===== src/rtl/ppsl_pkg.sv =====
package ppsl_pkg;
  typedef struct packed {
    logic rise;
    logic fall;
  } edge_t;
endpackage


===== src/rtl/ppsl_edge_sync.sv =====
module ppsl_edge_sync
  import ppsl_pkg::*;
#(
  parameter int unsigned SYNC_STAGES = 2,
  parameter int unsigned DATA_W      = 8
) (
  input  logic              clk_i,
  input  logic              rst_ni,
  input  logic              dclk_i,
  input  logic [DATA_W-1:0] data_i,
  input  logic              armed_i,
  output edge_t             edge_o,
  output logic [DATA_W-1:0] data_o
);
  localparam int unsigned LAST = SYNC_STAGES - 1;

  logic [SYNC_STAGES-1:0] dsync_q;
  logic                   dprev_q;
  logic [DATA_W-1:0]      dpipe_q [SYNC_STAGES];

  // data follows the same depth as the clock so a capture sees the byte driven with the edge
  always_ff @(posedge clk_i or negedge rst_ni) begin
    if (!rst_ni) begin
      dsync_q <= '0;
      dprev_q <= 1'b0;
      for (int i = 0; i < int'(SYNC_STAGES); i++) dpipe_q[i] <= '0;
    end else begin
      for (int i = int'(SYNC_STAGES) - 1; i > 0; i--) begin
        dsync_q[i] <= dsync_q[i-1];
        dpipe_q[i] <= dpipe_q[i-1];
      end
      dsync_q[0] <= dclk_i;
      dpipe_q[0] <= data_i;
      dprev_q    <= dsync_q[LAST];
    end
  end

  assign edge_o.rise = armed_i &  dsync_q[LAST] & ~dprev_q;
  assign edge_o.fall = armed_i & ~dsync_q[LAST] &  dprev_q;
  assign data_o      = dpipe_q[LAST];
endmodule


===== src/rtl/ppsl_holdoff.sv =====
module ppsl_holdoff #(
  parameter int unsigned HOLD_CYC = 500
) (
  input  logic clk_i,
  input  logic rst_ni,
  output logic armed_o
);
  localparam int unsigned CW = $clog2(HOLD_CYC + 1);

  logic [CW-1:0] cnt_q;

  always_ff @(posedge clk_i or negedge rst_ni) begin
    if (!rst_ni)                      cnt_q <= '0;
    else if (cnt_q != CW'(HOLD_CYC))  cnt_q <= cnt_q + 1'b1;
  end

  assign armed_o = (cnt_q == CW'(HOLD_CYC));

  p_armed_sticky_r2: assert property (@(posedge clk_i) disable iff (!rst_ni)
    armed_o |=> armed_o);
endmodule


===== src/rtl/ppsl_serializer.sv =====
module ppsl_serializer #(
  parameter int unsigned DATA_W = 8
) (
  input  logic              clk_i,
  input  logic              rst_ni,
  input  logic              rise_i,
  input  logic              fall_i,
  input  logic              accept_i,
  input  logic [DATA_W-1:0] data_i,
  output logic              bit_o,
  output logic              bit_vld_o
);
  localparam int unsigned PW = $clog2(DATA_W + 1);

  logic [PW-1:0]     ph_q;
  logic [DATA_W-1:0] sh_q;

  always_ff @(posedge clk_i or negedge rst_ni) begin
    if (!rst_ni) begin
      ph_q      <= '0;
      sh_q      <= '0;
      bit_o     <= 1'b0;
      bit_vld_o <= 1'b0;
    end else begin
      bit_vld_o <= 1'b0;
      if (fall_i && ph_q != '0) begin
        bit_vld_o <= 1'b1;
        bit_o     <= sh_q[0];
        sh_q      <= sh_q >> 1;
        ph_q      <= ph_q - 1'b1;
      end else if (rise_i && ph_q == '0 && accept_i) begin
        sh_q <= data_i;
        ph_q <= PW'(DATA_W);
      end
    end
  end

  p_ph_bound_r3: assert property (@(posedge clk_i) disable iff (!rst_ni)
    ph_q <= PW'(DATA_W));

  p_busy_rise_ignored_r5: assert property (@(posedge clk_i) disable iff (!rst_ni)
    (rise_i && !fall_i && ph_q != '0) |=> (ph_q == $past(ph_q)));
endmodule


===== src/rtl/ppsl_init_ctrl.sv =====
module ppsl_init_ctrl #(
  parameter int unsigned DATA_W      = 8,
  parameter int unsigned TOTAL_BYTES = 4,
  parameter int unsigned INIT_CLKS   = 10
) (
  input  logic clk_i,
  input  logic rst_ni,
  input  logic bit_vld_i,
  input  logic rise_i,
  output logic accept_o,
  output logic done_o,
  output logic user_o
);
  localparam int unsigned TOTAL_BITS = TOTAL_BYTES * DATA_W;
  localparam int unsigned BW         = $clog2(TOTAL_BITS + 1);
  localparam int unsigned IW         = $clog2(INIT_CLKS + 1);

  logic [BW-1:0] bits_q;
  logic [IW-1:0] icnt_q;

  always_ff @(posedge clk_i or negedge rst_ni) begin
    if (!rst_ni) begin
      bits_q <= '0;
      done_o <= 1'b0;
    end else if (bit_vld_i && !done_o) begin
      bits_q <= bits_q + 1'b1;
      if (bits_q == BW'(TOTAL_BITS - 1)) done_o <= 1'b1;
    end
  end

  always_ff @(posedge clk_i or negedge rst_ni) begin
    if (!rst_ni) begin
      icnt_q <= '0;
      user_o <= 1'b0;
    end else if (rise_i && done_o && !user_o) begin
      icnt_q <= icnt_q + 1'b1;
      if (icnt_q == IW'(INIT_CLKS - 1)) user_o <= 1'b1;
    end
  end

  assign accept_o = ~done_o;

  p_done_sticky_r6: assert property (@(posedge clk_i) disable iff (!rst_ni)
    done_o |=> done_o);

  p_no_strobe_after_done_r7: assert property (@(posedge clk_i) disable iff (!rst_ni)
    done_o |-> !bit_vld_i);

  p_user_needs_done_r8: assert property (@(posedge clk_i) disable iff (!rst_ni)
    user_o |-> done_o);
endmodule


===== src/rtl/ppsl_loader.sv =====
module ppsl_loader
  import ppsl_pkg::*;
#(
  parameter int unsigned DATA_W      = 8,
  parameter int unsigned TOTAL_BYTES = 4,
  parameter int unsigned INIT_CLKS   = 10,
  parameter int unsigned HOLD_CYC    = 500,
  parameter int unsigned SYNC_STAGES = 2
) (
  input  logic              clk_i,
  input  logic              rst_ni,
  input  logic              dclk_i,
  input  logic [DATA_W-1:0] data_i,
  output logic              bit_o,
  output logic              bit_vld_o,
  output logic              done_o,
  output logic              user_mode_o
);
  logic              armed;
  logic              accept;
  edge_t             dedge;
  logic [DATA_W-1:0] dbus;

  ppsl_holdoff #(.HOLD_CYC(HOLD_CYC)) u_holdoff (
    .clk_i   (clk_i),
    .rst_ni  (rst_ni),
    .armed_o (armed)
  );

  ppsl_edge_sync #(.SYNC_STAGES(SYNC_STAGES), .DATA_W(DATA_W)) u_sync (
    .clk_i   (clk_i),
    .rst_ni  (rst_ni),
    .dclk_i  (dclk_i),
    .data_i  (data_i),
    .armed_i (armed),
    .edge_o  (dedge),
    .data_o  (dbus)
  );

  ppsl_serializer #(.DATA_W(DATA_W)) u_ser (
    .clk_i     (clk_i),
    .rst_ni    (rst_ni),
    .rise_i    (dedge.rise),
    .fall_i    (dedge.fall),
    .accept_i  (accept),
    .data_i    (dbus),
    .bit_o     (bit_o),
    .bit_vld_o (bit_vld_o)
  );

  ppsl_init_ctrl #(
    .DATA_W      (DATA_W),
    .TOTAL_BYTES (TOTAL_BYTES),
    .INIT_CLKS   (INIT_CLKS)
  ) u_init (
    .clk_i     (clk_i),
    .rst_ni    (rst_ni),
    .bit_vld_i (bit_vld_o),
    .rise_i    (dedge.rise),
    .accept_o  (accept),
    .done_o    (done_o),
    .user_o    (user_mode_o)
  );

  p_quiet_holdoff_r2: assert property (@(posedge clk_i) disable iff (!rst_ni)
    !armed |=> !bit_vld_o);
endmodule


===== config.mk =====
export PLATFORM = sky130hd
export DESIGN_NAME = ppsl_loader
export DESIGN_NICKNAME = d
export VERILOG_FILES = /design/src/rtl/ppsl_pkg.sv /design/src/rtl/ppsl_edge_sync.sv /design/src/rtl/ppsl_holdoff.sv /design/src/rtl/ppsl_serializer.sv /design/src/rtl/ppsl_init_ctrl.sv /design/src/rtl/ppsl_loader.sv
export SDC_FILE = /design/constraint.sdc
export NUM_CORES = 1
export LEC_CHECK = 0
export ABC_CLOCK_PERIOD_IN_PS = 2600
export BUFFER_PORTS_ARGS = -buffer_cell sky130_fd_sc_hd__buf_2
export CAP_MARGIN = 10
export CORE_AREA = 2 2 58 73
export CTS_CLUSTER_SIZE = 16
export DETAILED_ROUTE_END_ITERATION = 8
export DIE_AREA = 0 0 60 75
export PLACE_DENSITY_LB_ADDON = 0.25
export SYNTH_ARGS = -nofsm -noshare
export SYNTH_HDL_FRONTEND = slang
export SYNTH_SLANG_ARGS = --single-unit

===== constraint.sdc =====
create_clock -name clk_i -period 2.6 [get_ports clk_i]
set_clock_uncertainty 0.2 [all_clocks]
set_input_delay 0.13 -clock clk_i [delete_from_list [all_inputs] [get_ports clk_i]]
set_output_delay 0.13 -clock clk_i [all_outputs]
set_load 0.005 [all_outputs]

==> results of run 1 <==
## path summary, 6_finish.rpt
check | startpoint | end | slack [ns] | cells after the start
max | u_holdoff.cnt_q[0]$_DFFE_PN0P_ | u_ser.sh_q[0]$_DFFE_PN0P_ | 0.34 | 7
max in group asynchronous | rst_ni | u_init.bits_q[1]$_DFFE_PN0P_ | 1.28 | 3
min reg2reg | u_sync.dsync_q[0]$_DFF_PN0_ | u_sync.dsync_q[1]$_DFF_PN0_ | 0.16 | 0
min in group asynchronous | rst_ni | u_sync.data_o[7]$_DFF_PN0_ | 0.18 | 2
min | u_sync.dsync_q[0]$_DFF_PN0_ | u_sync.dsync_q[1]$_DFF_PN0_ | 0.16 | 0
max reg2reg | u_holdoff.cnt_q[0]$_DFFE_PN0P_ | u_ser.sh_q[0]$_DFFE_PN0P_ | 0.34 | 7
## synthesized netlist by cell type (all sizes together) (2+ instances only)
cell    n
xor2    8
nor2   18
nand2   9
nand4   5
or3b    2
mux2    2
inv     7
mux2i   8
xnor2   8
nand3   4
a41o    2
buf     3
o21a    2
dfrtp  54
nor3    5
a21oi   7
ha      7
## metrics by stage
stage          power (mW)  worst slack (ns)  utilization  area (µm²)  cells
6_report            1.372            0.3404       0.6516        2466    251
5_1_grt             1.436            0.2088       0.6516        2466    251
4_1_cts             1.388            0.3238       0.6516        2466    251
3_5_place_dp       0.9038            0.3289       0.5993        2268    233
3_3_place_gp       0.9017            0.3906       0.5993        2268    233
2_1_floorplan      0.8765            0.4641            -        2125    164
## what timing repair did
action / in CTS / in global routing
gates resized for setup: 0 / 0
endpoints found under the hold margin: 39 / 0
endpoints found under the setup margin: 0 / 0
hold buffers: 10 / 0
## state kept, by name (all words and copies together) (netlist names)
name,flops
u_sync.data_o,8
u_ser.sh_q,8
u_holdoff.cnt_q,9
u_init.done_o,1
u_sync.dprev_q,1
u_sync.dsync_q,2
u_sync.dpipe_q,8
u_init.bits_q,6
u_init.user_o,1
u_ser.bit_o,1
u_ser.bit_vld_o,1
u_ser.ph_q,4
u_init.icnt_q,4
## logic make-up (layout without fill, tap and decap cells)
kind of cell | after synthesis | after routing | synth area share
flops | 54 | 54 | 0.6360
simple gates | 52 | 52 | 0.1272
xor+xnor | 16 | 16 | 0.06596
compound gates | 14 | 14 | 0.04534
buf+inv | 11 | 44 | 0.03416
mux | 10 | 10 | 0.05006
fa+ha+maj | 7 | 7 | 0.04122
## cell type report
type,count,area [µm²]
fillers,292,1319
clock inverters,3,28.78
inverters,8,42.54
repair buffers,28,200.2
multi-input cells,99,706.9
flip-flops and latches,54,1351
well taps,54,67.56
clock buffers,5,68.82
## worst max-delay path: stages, from the launching register on
cell	delay (ns)
dfrtp_1	0.44
inv_1	0.08
ha_1	0.14
nand4b_1	0.18
or4_1	0.70
buf_4	0.25
nor2_1	0.12
a21oi_1	0.05
## layer usage
metal | routed length (µm) | share of wire | GRT usage
met5 | 0 | 0 | 0
met4 | 61 | 0.020 | 0.06667
met3 | 80 | 0.026 | 0.04639
met2 | 1657 | 0.54 | 0.2983
met1 | 1289 | 0.42 | 0.1890
## where the power goes
group          total (mW)  switching [mW]  internal, mW
clock network       0.475           0.276         0.200
registers           0.859         0.00493         0.854
logic              0.0372          0.0196        0.0176
==> flow_summary_export.csv, run 1 <==
group,metric,value,unit
logic_synthesis,synthTopCellsByArea,"dfrtp_1 (64%), ha_1 (4.1%), mux2i_1 (3.8%)",
global_routing,grt_pass1_wl,5520,µm
floorplanning,fp.dieH,75,µm
placed_design,hpwl,2265,µm
power,peakVddDrop,0.3671,mV
logic_synthesis,syn-num-nets,182,
drt,first_pass_iters,3,
global_routing,antenna_found_initial,0,
timing,hold_viol,0,
floorplanning,fp.dieW,60,µm
power,leakagePower,1.232,nW
timing,worst_slew_pin_slew,0.6525,ns
clocking,clock-sinks,54,
timing,fmax,442.6,MHz
drt,wl_per_cell,12.31,µm
timing,finalCriticalPeriod,2.260,ns
timing,tns,0,ns
global_routing,grt_util_all_layers,0.1680,
finish,syn_to_final_growth,16.08,%
clocking,cts_max_level,2,
setup_path,cp-end-kind,"flop",
finish,nNetsFinal,214,
logic_synthesis,synth.top_cell.area_share,0.6360,
clocking,cts_tree,"yes",
clocking,clockRootBuffer,"clkbuf_8",
logic_synthesis,synthArstFlopShare,1.000,
finish,diodes,0,
setup_path,cp-start-kind,"flop",
timing,final-max-slew-violation-count,0,
timing,setup_viol,0,
min_path,holdCritPathClass,"reg -> reg",
logic_synthesis,synth_warnings,0,
setup_path,cp.arrival,2.26,ns
timing,slew_headroom,0.5650,
drt,num_vias,1243,
logic_synthesis,synth.distinct_cells,34,
finish,final_cell_mix,"dfrtp_1 (54), nor2_1 (17), buf_2 (14)",
floorplanning,core_area,0.003785,mm²
floorplanning,start_util,0.5613,
global_routing,grt_overflow,0,
drt,viasPerCell,4.952,
floorplanning,rows,25,
logic_synthesis,synth_cells,164,
global_routing,grt_pass1_vias,1319,
floorplanning,ios,15,
power,p_per_area,556.2,mW/mm²
logic_synthesis,seq_area_frac_synth,0.6360,
clocking,cts_setup_buffers,0,
drt,routed_wl,3090,µm
logic_synthesis,ys_seq_elements,54,
setup_path,path_max_fanout,16,
timing,post-route-period-util,0.8691,
global_routing,grt_max_degree,32,
timing,rsz0062_at_grt,"false",
drt,first_iter_violations,78,
clocking,clkSlewWorstSetupHoldPaths,0.10,ns
logic_synthesis,avgSynthCellArea,12.95,µm²
placed_design,io_buffers,14,
timing,timing.hold.ws,0.1554,ns
clocking,clkLatencyLatePin,0.30,ns
job,cap_viol_max_count,0,
drt,antenna_left,0,
clocking,cts_max_path_buffers,2,
logic_synthesis,ys.flop_type,"dfrtp_1",
logic_synthesis,synth_top_cell_by_area,"dfrtp_1",
finish,layout-drive-gt1-share,0.1827,
run_status,status,"complete, no violations",
setup_path,required,2.60,ns
floorplanning,dieArea,0.004500,mm²
logic_synthesis,synth-edff-count,0,
setup_path,crit_type,"reg -> reg",
drt,drcViolationCount,0,
logic_synthesis,netlist_area,0.002125,mm²
placed_design,gp_congestion,0.7327,
finish,final_common_cell,"dfrtp_1",
clocking,cts_buffers,5,
No activity file was read; power rests on OpenSTA's default activity.
==> inputs of run 2 (changes only) <==
--- a/config.mk
+++ b/config.mk
@@ -13,6 +13,7 @@
 export DETAILED_ROUTE_END_ITERATION = 8
 export DIE_AREA = 0 0 60 75
 export PLACE_DENSITY_LB_ADDON = 0.25
+export RECOVER_POWER = 100
 export SYNTH_ARGS = -nofsm -noshare
 export SYNTH_HDL_FRONTEND = slang
 export SYNTH_SLANG_ARGS = --single-unit
==> run 2 against run 1 <==
Against the previous run:
- the flow now finishes with violations (max-capacitance violations, max-slew violations)
- power barely moved
- critical path depth unchanged
- flip-flop and latch count unchanged
- sequential power hardly changed
- final area is 0.96% lower
- core utilization shrank 0.63 points
- global-route usage unchanged
- combinational power is essentially flat
- clock power is essentially flat
- wire length increased by 0.36%
- largest cell class unchanged
==> flow_summary_export.csv, run 2 (same netlist as run 1, synthesis figures left out) <==
group,metric,value,unit
finish,final_common_cell,"dfrtp_1",
drt,drcViolationCount,0,
setup_path,max_stage_delay,0.60,ns
timing,setup_viol,0,
finish,fin_area,0.002442,mm²
finish,final_cell_mix,"dfrtp_1 (54), nor2_1 (18), buf_2 (11)",
min_path,holdCritPathClass,"reg -> reg",
setup_path,cp.arrival,2.32,ns
drt,first_pass_iters,3,
clocking,clkSlewWorstSetupHoldPaths,0.10,ns
clocking,cts.repair.resized,0,
floorplanning,ios,15,
clocking,clock-sinks,54,
setup_path,worstPathCellList,"inv_1, ha_1, nand4b_1, or4_1, clkinvlp_2, nor2_1, mux2_4",
timing,finalCriticalPeriod,2.325,ns
floorplanning,rows,25,
floorplanning,fp.dieW,60,µm
floorplanning,fp.dieH,75,µm
timing,slew_headroom,-0.04602,
setup_path,path_max_fanout,7,
setup_path,cp-start-kind,"flop",
clocking,cts_tree,"yes",
timing,worst_slew_pin_slew,1.569,ns
finish,regMostFlops,"u_holdoff.cnt_q",
clocking,cts_buffers,5,
run_status,violations,"max-capacitance violations, max-slew violations",
timing,final-max-slew-violation-count,32,
setup_path,cpMaxStageDelayCell,"or4_1",
setup_path,cp-end-kind,"flop",
timing,post-route-period-util,0.8941,
floorplanning,start_util,0.5613,
timing,timing.hold.ws,0.1555,ns
floorplanning,dieArea,0.004500,mm²
timing,hold_viol,0,
finish,largest_reg_flops,9,
drt,wl_met3,80,µm
placed_design,pre_cts_ws,0.3289,ns
power,peakVddDrop,0.3676,mV
finish,syn_to_final_growth,14.96,%
drt,top_layer,"met4",
drt,met2_wirelength,1652,µm
global_routing,antenna_found_initial,0,
drt,routed_wl,3101,µm
global_routing,grt_overflow,0,
drt,antenna_left,0,
run_status,status,"finished with violations",
finish,nNetsFinal,214,
drt,wl_per_cell,12.35,µm
placed_design,place_area,0.002268,mm²
global_routing,grt_pass1_vias,1319,
power,p_per_area,561.9,mW/mm²
finish,layout-drive-gt1-share,0.1574,
global_routing,grt_pass1_wl,5520,µm
finish,diodes,0,
clocking,cts_setup_buffers,0,
drt,m1WireLength,1306,µm
global_routing,grt_util_all_layers,0.1680,
drt,num_vias,1241,
clocking,cts_max_level,2,
setup_path,required,2.60,ns
placed_design,hpwl,2265,µm
timing,rsz0062_at_grt,"false",
clocking,clockRootBuffer,"clkbuf_8",
timing,tns,0,ns
job,cap_viol_max_count,1,
setup_path,crit_type,"reg -> reg",
placed_design,gp_congestion,0.7327,
drt,first_iter_violations,59,
power,leakagePower,1.205,nW
timing,setup_ws,0.2753,ns
clocking,clkLatencyLatePin,0.31,ns
timing,fmax,430.2,MHz
floorplanning,core_area,0.003785,mm²
drt,viasPerCell,4.944,
placed_design,io_buffers,14,
clocking,cts_max_path_buffers,2,
global_routing,grt_max_degree,32,
-- run 2: changes by cell type in the layout (fill, tap and decap cells not counted) --
cell        change
buf_2           -3
buf_4           -2
clkbuf_1        +4
clkbuf_2        +1
clkinv_8        -1
clkinvlp_2      +1
nor2_1          +1
nor2_2          -1
-- run 2: what timing repair did --
item | 4_1_cts | 5_1_grt
hold endpoints to repair | 39 | 0
setup endpoints to repair | 0 | 0
hold buffers | 10 | 0
-- run 2: per-layer routing --
metal | global-route usage | vias to the layer above
met5 | 0 | -
met4 | 0.06667 | 0
met3 | 0.04639 | 6
met2 | 0.2983 | 11
met1 | 0.1890 | 603
li1 | - | 621
-- run 2: stage by stage --
step	cells	total power [mW]	util
CTS	251	1.388	0.6516
floorplan	164	0.8765	-
global placement	233	0.9017	0.5993
detailed placement	233	0.9038	0.5993
global route	251	1.436	0.6453
finish	251	1.372	0.6453
-- run 2: power by group --
part / switching, mW / leakage (nW) / internal (mW)
logic: 0.0197 / 0.459 / 0.0175
registers: 0.00493 / 0.696 / 0.854
clock network: 0.277 / 0.0502 / 0.200
total: 0.301 / 1.21 / 1.07
-- run 2: layout make-up --
| cell class | instances | area (µm²) |
|---|---|---|
| fillers | 300 | 1343 |
| inverters | 8 | 31.28 |
| flip-flops and latches | 54 | 1351 |
| multi-input cells | 99 | 704.4 |
| repair buffers | 28 | 190.2 |
| clock inverters | 3 | 28.78 |
| clock buffers | 5 | 68.82 |
| well taps | 54 | 67.56 |
-- run 2: final timing paths --
check	to	slack, ns	startpoint	depth (start not counted)
max	u_ser.ph_q[0]$_DFFE_PN0P_	0.28	u_holdoff.cnt_q[0]$_DFFE_PN0P_	7
min	u_sync.dsync_q[1]$_DFF_PN0_	0.16	u_sync.dsync_q[0]$_DFF_PN0_	0
max reg2reg	u_ser.ph_q[0]$_DFFE_PN0P_	0.28	u_holdoff.cnt_q[0]$_DFFE_PN0P_	7
min reg2reg	u_sync.dsync_q[1]$_DFF_PN0_	0.16	u_sync.dsync_q[0]$_DFF_PN0_	0
max in group asynchronous	u_init.bits_q[1]$_DFFE_PN0P_	0.60	rst_ni	3
min in group asynchronous	u_sync.data_o[7]$_DFF_PN0_	0.54	rst_ni	2
-- run 2: critical path, delay by kind of cell, from the launching register on --
kind | cells | cell delay, ns
adder cells (fa/ha/maj) | 1 | 0.14
buffers and inverters | 2 | 0.30
AND/OR/NAND/NOR | 3 | 0.89
flip-flops | 1 | 0.44
multiplexers | 1 | 0.26
==> inputs of run 3 (changes only) <==
--- a/config.mk
+++ b/config.mk
@@ -5,15 +5,17 @@
 export SDC_FILE = /design/constraint.sdc
 export NUM_CORES = 1
 export LEC_CHECK = 0
+export ABC_AREA = 1
 export ABC_CLOCK_PERIOD_IN_PS = 2600
 export BUFFER_PORTS_ARGS = -buffer_cell sky130_fd_sc_hd__buf_2
 export CAP_MARGIN = 10
-export CORE_AREA = 2 2 58 73
+export CORE_AREA = 2 2 60 76
 export CTS_CLUSTER_SIZE = 16
 export DETAILED_ROUTE_END_ITERATION = 8
-export DIE_AREA = 0 0 60 75
+export DIE_AREA = 0 0 62 78
 export PLACE_DENSITY_LB_ADDON = 0.25
 export RECOVER_POWER = 100
+export SLEW_MARGIN = 0
 export SYNTH_ARGS = -nofsm -noshare
 export SYNTH_HDL_FRONTEND = slang
 export SYNTH_SLANG_ARGS = --single-unit
==> run 3 against run 2 <==
Against the previous run:
- the flow now finishes without violations
- fmax is 17% higher
- synthesized cell count is 38% higher
- count of clock-buffer cells in the layout is 2 higher
- sequential power hardly changed
- critical path depth is 2 higher
- combinational power is 5.9% higher
==> flow_summary_export.csv, run 3 <==
group,metric,value,unit
run_status,status,"complete, no violations",
timing,setup_viol,0,
floorplanning,fp.dieH,78,µm
finish,largest_reg_flops,9,
setup_path,path_max_fanout,3,
global_routing,antenna_found_initial,0,
drt,viasPerCell,4.678,
timing,rsz0062_at_grt,"false",
timing,finalCriticalPeriod,1.995,ns
finish,layout-drive-gt1-share,0.1318,
clocking,cts_setup_buffers,0,
clocking,clkLatencyLatePin,0.31,ns
setup_path,r2r-end,"u_init.icnt_q[2]$_DFFE_PN0P_",
finish,final_cell_mix,"dfrtp_1 (54), nand2_1 (49), inv_1 (32)",
finish,regMostFlops,"u_holdoff.cnt_q",
job,cap_viol_max_count,0,
power,p_total,1.364,mW
logic_synthesis,synth_warnings,0,
setup_path,cp-startpoint,"u_holdoff.cnt_q[0]$_DFFE_PN0P_",
clocking,clkSlewWorstSetupHoldPaths,0.09,ns
logic_synthesis,ys_seq_elements,54,
setup_path,r2r-start,"u_holdoff.cnt_q[0]$_DFFE_PN0P_",
global_routing,grt_util_all_layers,0.1684,
logic_synthesis,synth_cells,227,
timing,fmax,501.3,MHz
timing,post-route-period-util,0.7672,
setup_path,required,2.61,ns
power,comb_power_share,0.029,
timing,worst_slew_pin_slew,1.071,ns
power,leakagePower,1.331,nW
floorplanning,rows,26,
drt,num_vias,1469,
drt,routed_wl,3377,µm
power,p_int,1.087,mW
global_routing,grt_pass1_wl,6072,µm
floorplanning,fp.dieW,62,µm
setup_path,cp-end-kind,"flop",
floorplanning,ios,15,
finish,final_common_cell,"dfrtp_1",
power,p_switching,0.2773,mW
drt,first_iter_violations,48,
finish,nNetsFinal,275,
finish,final_util,0.6391,
placed_design,hpwl,2396,µm
logic_synthesis,netlist_area,0.002317,mm²
timing,hold_viol,0,
power,seqPwrFrac,0.629,
clocking,cts_tree,"yes",
clocking,clock-sinks,54,
logic_synthesis,synth.distinct_cells,23,
power,swShare,0.2033,
setup_path,path_common_cell,"nand2_1",
placed_design,gp_congestion,0.8507,
finish,diodes,0,
finish,syn_to_final_growth,12.15,%
logic_synthesis,synthTopCellsByArea,"dfrtp_1 (58%), nand2_1 (7.9%), inv_1 (5.2%)",
min_path,worstHoldStart,"u_sync.dpipe_q[8]$_DFF_PN0_",
setup_path,crit_type,"reg -> reg",
floorplanning,dieArea,0.004836,mm²
placed_design,io_buffers,14,
setup_path,crit_path_end,"u_init.icnt_q[2]$_DFFE_PN0P_",
drt,antenna_left,0,
power,clock_power_share,0.342,
power,p_per_area,524.8,mW/mm²
setup_path,cp.arrival,2.00,ns
logic_synthesis,synth_most_common_cell,"dfrtp_1",
logic_synthesis,synth_top_cell_by_area,"dfrtp_1",
clocking,clockRootBuffer,"clkbuf_8",
logic_synthesis,ys.flop_type,"dfrtp_1",
drt,drcViolationCount,0,
setup_path,cpMaxStageDelayCell,"dfrtp_1",
logic_synthesis,synth.top_cell.area_share,0.5832,
logic_synthesis,avgSynthCellArea,10.21,µm²
floorplanning,start_util,0.5698,
clocking,cts.repair.resized,0,
timing,final-max-slew-violation-count,0,
logic_synthesis,synth-edff-count,0,
finish,fill_cells,342,
drt,first_pass_iters,4,
drt,wl_per_cell,10.75,µm
setup_path,worstPathCellList,"inv_1, ha_1, nand2_1, nor2_1, nand3_1, nor2_1, nand2_1, nand2_1, nand2_1",
logic_synthesis,syn-num-nets,245,
timing,timing.hold.ws,0.1508,ns
setup_path,cp-start-kind,"flop",
floorplanning,core_area,0.004066,mm²
logic_synthesis,seq_area_frac_synth,0.5832,
setup_path,max_stage_delay,0.41,ns
timing,slew_headroom,0.2861,
timing,tns,0,ns
logic_synthesis,synthTopCellsByCount,"dfrtp_1 (54), nand2_1 (49), inv_1 (32)",
global_routing,grt_overflow,0,
clocking,cts_buffers,5,
setup_path,ff2ff_setup_slack,0.61,ns
global_routing,grt_pass1_vias,1499,
global_routing,grt_max_degree,36,
min_path,holdCritPathClass,"reg -> reg",
logic_synthesis,synthArstFlopShare,1.000,
power,peakVddDrop,0.3962,mV
clocking,cts_max_level,2,
setup_path,r2r_cells,9,
clocking,cts_max_path_buffers,2,
==> run 3: cell count changes after synthesis, moves of 4 or more <==
cell / change
a21oi_1: -7
o21ai_0: +4
nor2_4: +4
mux2i_1: -8
nor2_2: +7
nand3_1: +8
nand2_1: +40
inv_1: +25
==> run 3: worst min path at each step <==
stage / endpoint / cells past startpoint
detailed placement: u_init.icnt_q[2]$_DFFE_PN0P_ / 1
floorplan: u_holdoff.cnt_q[0]$_DFFE_PN0P_ / 0
finish: u_sync.data_o[0]$_DFF_PN0_ / 0
global placement: u_init.icnt_q[2]$_DFFE_PN0P_ / 1
global route: u_sync.data_o[0]$_DFF_PN0_ / 0
CTS: u_init.icnt_q[2]$_DFFE_PN0P_ / 2
==> run 3: worst max-delay path: cells and delay by family, from the launching register on <==
family / cells / cell delay (ns)
flops: 1 / 0.41
fa+ha+maj: 1 / 0.17
buf+inv: 1 / 0.11
simple gates: 7 / 1.00
==> run 3: power by group through the flow <==
stage	clock, mW	sequential [mW]	combinational [mW]
final	0.467	0.858	0.0393
after global routing	0.514	0.860	0.0452
after CTS	0.482	0.858	0.0414
after detailed placement	0	0.875	0.0303
after global placement	0	0.875	0.0295
after floorplan	0	0.874	0.00462
==> run 3: area by class of cell <==
type | instances | area [µm²] | share of cell area
well taps | 56 | 70.07 | 0.02696
clock buffers | 7 | 86.33 | 0.03322
clock inverters | 1 | 5.005 | 0.001926
flip-flops and latches | 54 | 1351 | 0.5200
multi-input cells | 139 | 793.3 | 0.3052
repair buffers | 25 | 172.7 | 0.06644
inverters | 32 | 120.1 | 0.04622
==> run 3: per-layer routing <==
metal	track usage	up-vias	wire length, µm
li1	-	754	-
met1	0.2029	692	1569
met2	0.2750	17	1664
met3	0.04333	6	86
met4	0.07234	0	56
met5	0	-	0
==> run 3: kinds of logic (layout without fill, tap and decap cells) <==
family,Yosys count,in the layout,share of synthesized area
mux,1,1,0.004859
simple gates,106,106,0.2284
fa+ha+maj,7,7,0.03780
xor+xnor,15,15,0.05670
flops,54,54,0.5832
buf+inv,34,65,0.06156
compound gates,10,10,0.02754
==> run 3: repair_timing <==
item / in CTS / in global routing
setup endpoints to repair: 0 / 0
hold buffers: 10 / 0
hold endpoints to repair: 28 / 0
==> run 3: stage by stage <==
stage	std cells	cell area (µm²)	setup WS (ns)
floorplan	227	2317	0.9473
global placement	296	2442	0.7300
detailed placement	296	2442	0.6653
CTS	314	2634	0.6455
global route	314	2599	0.3545
finish	314	2599	0.6053
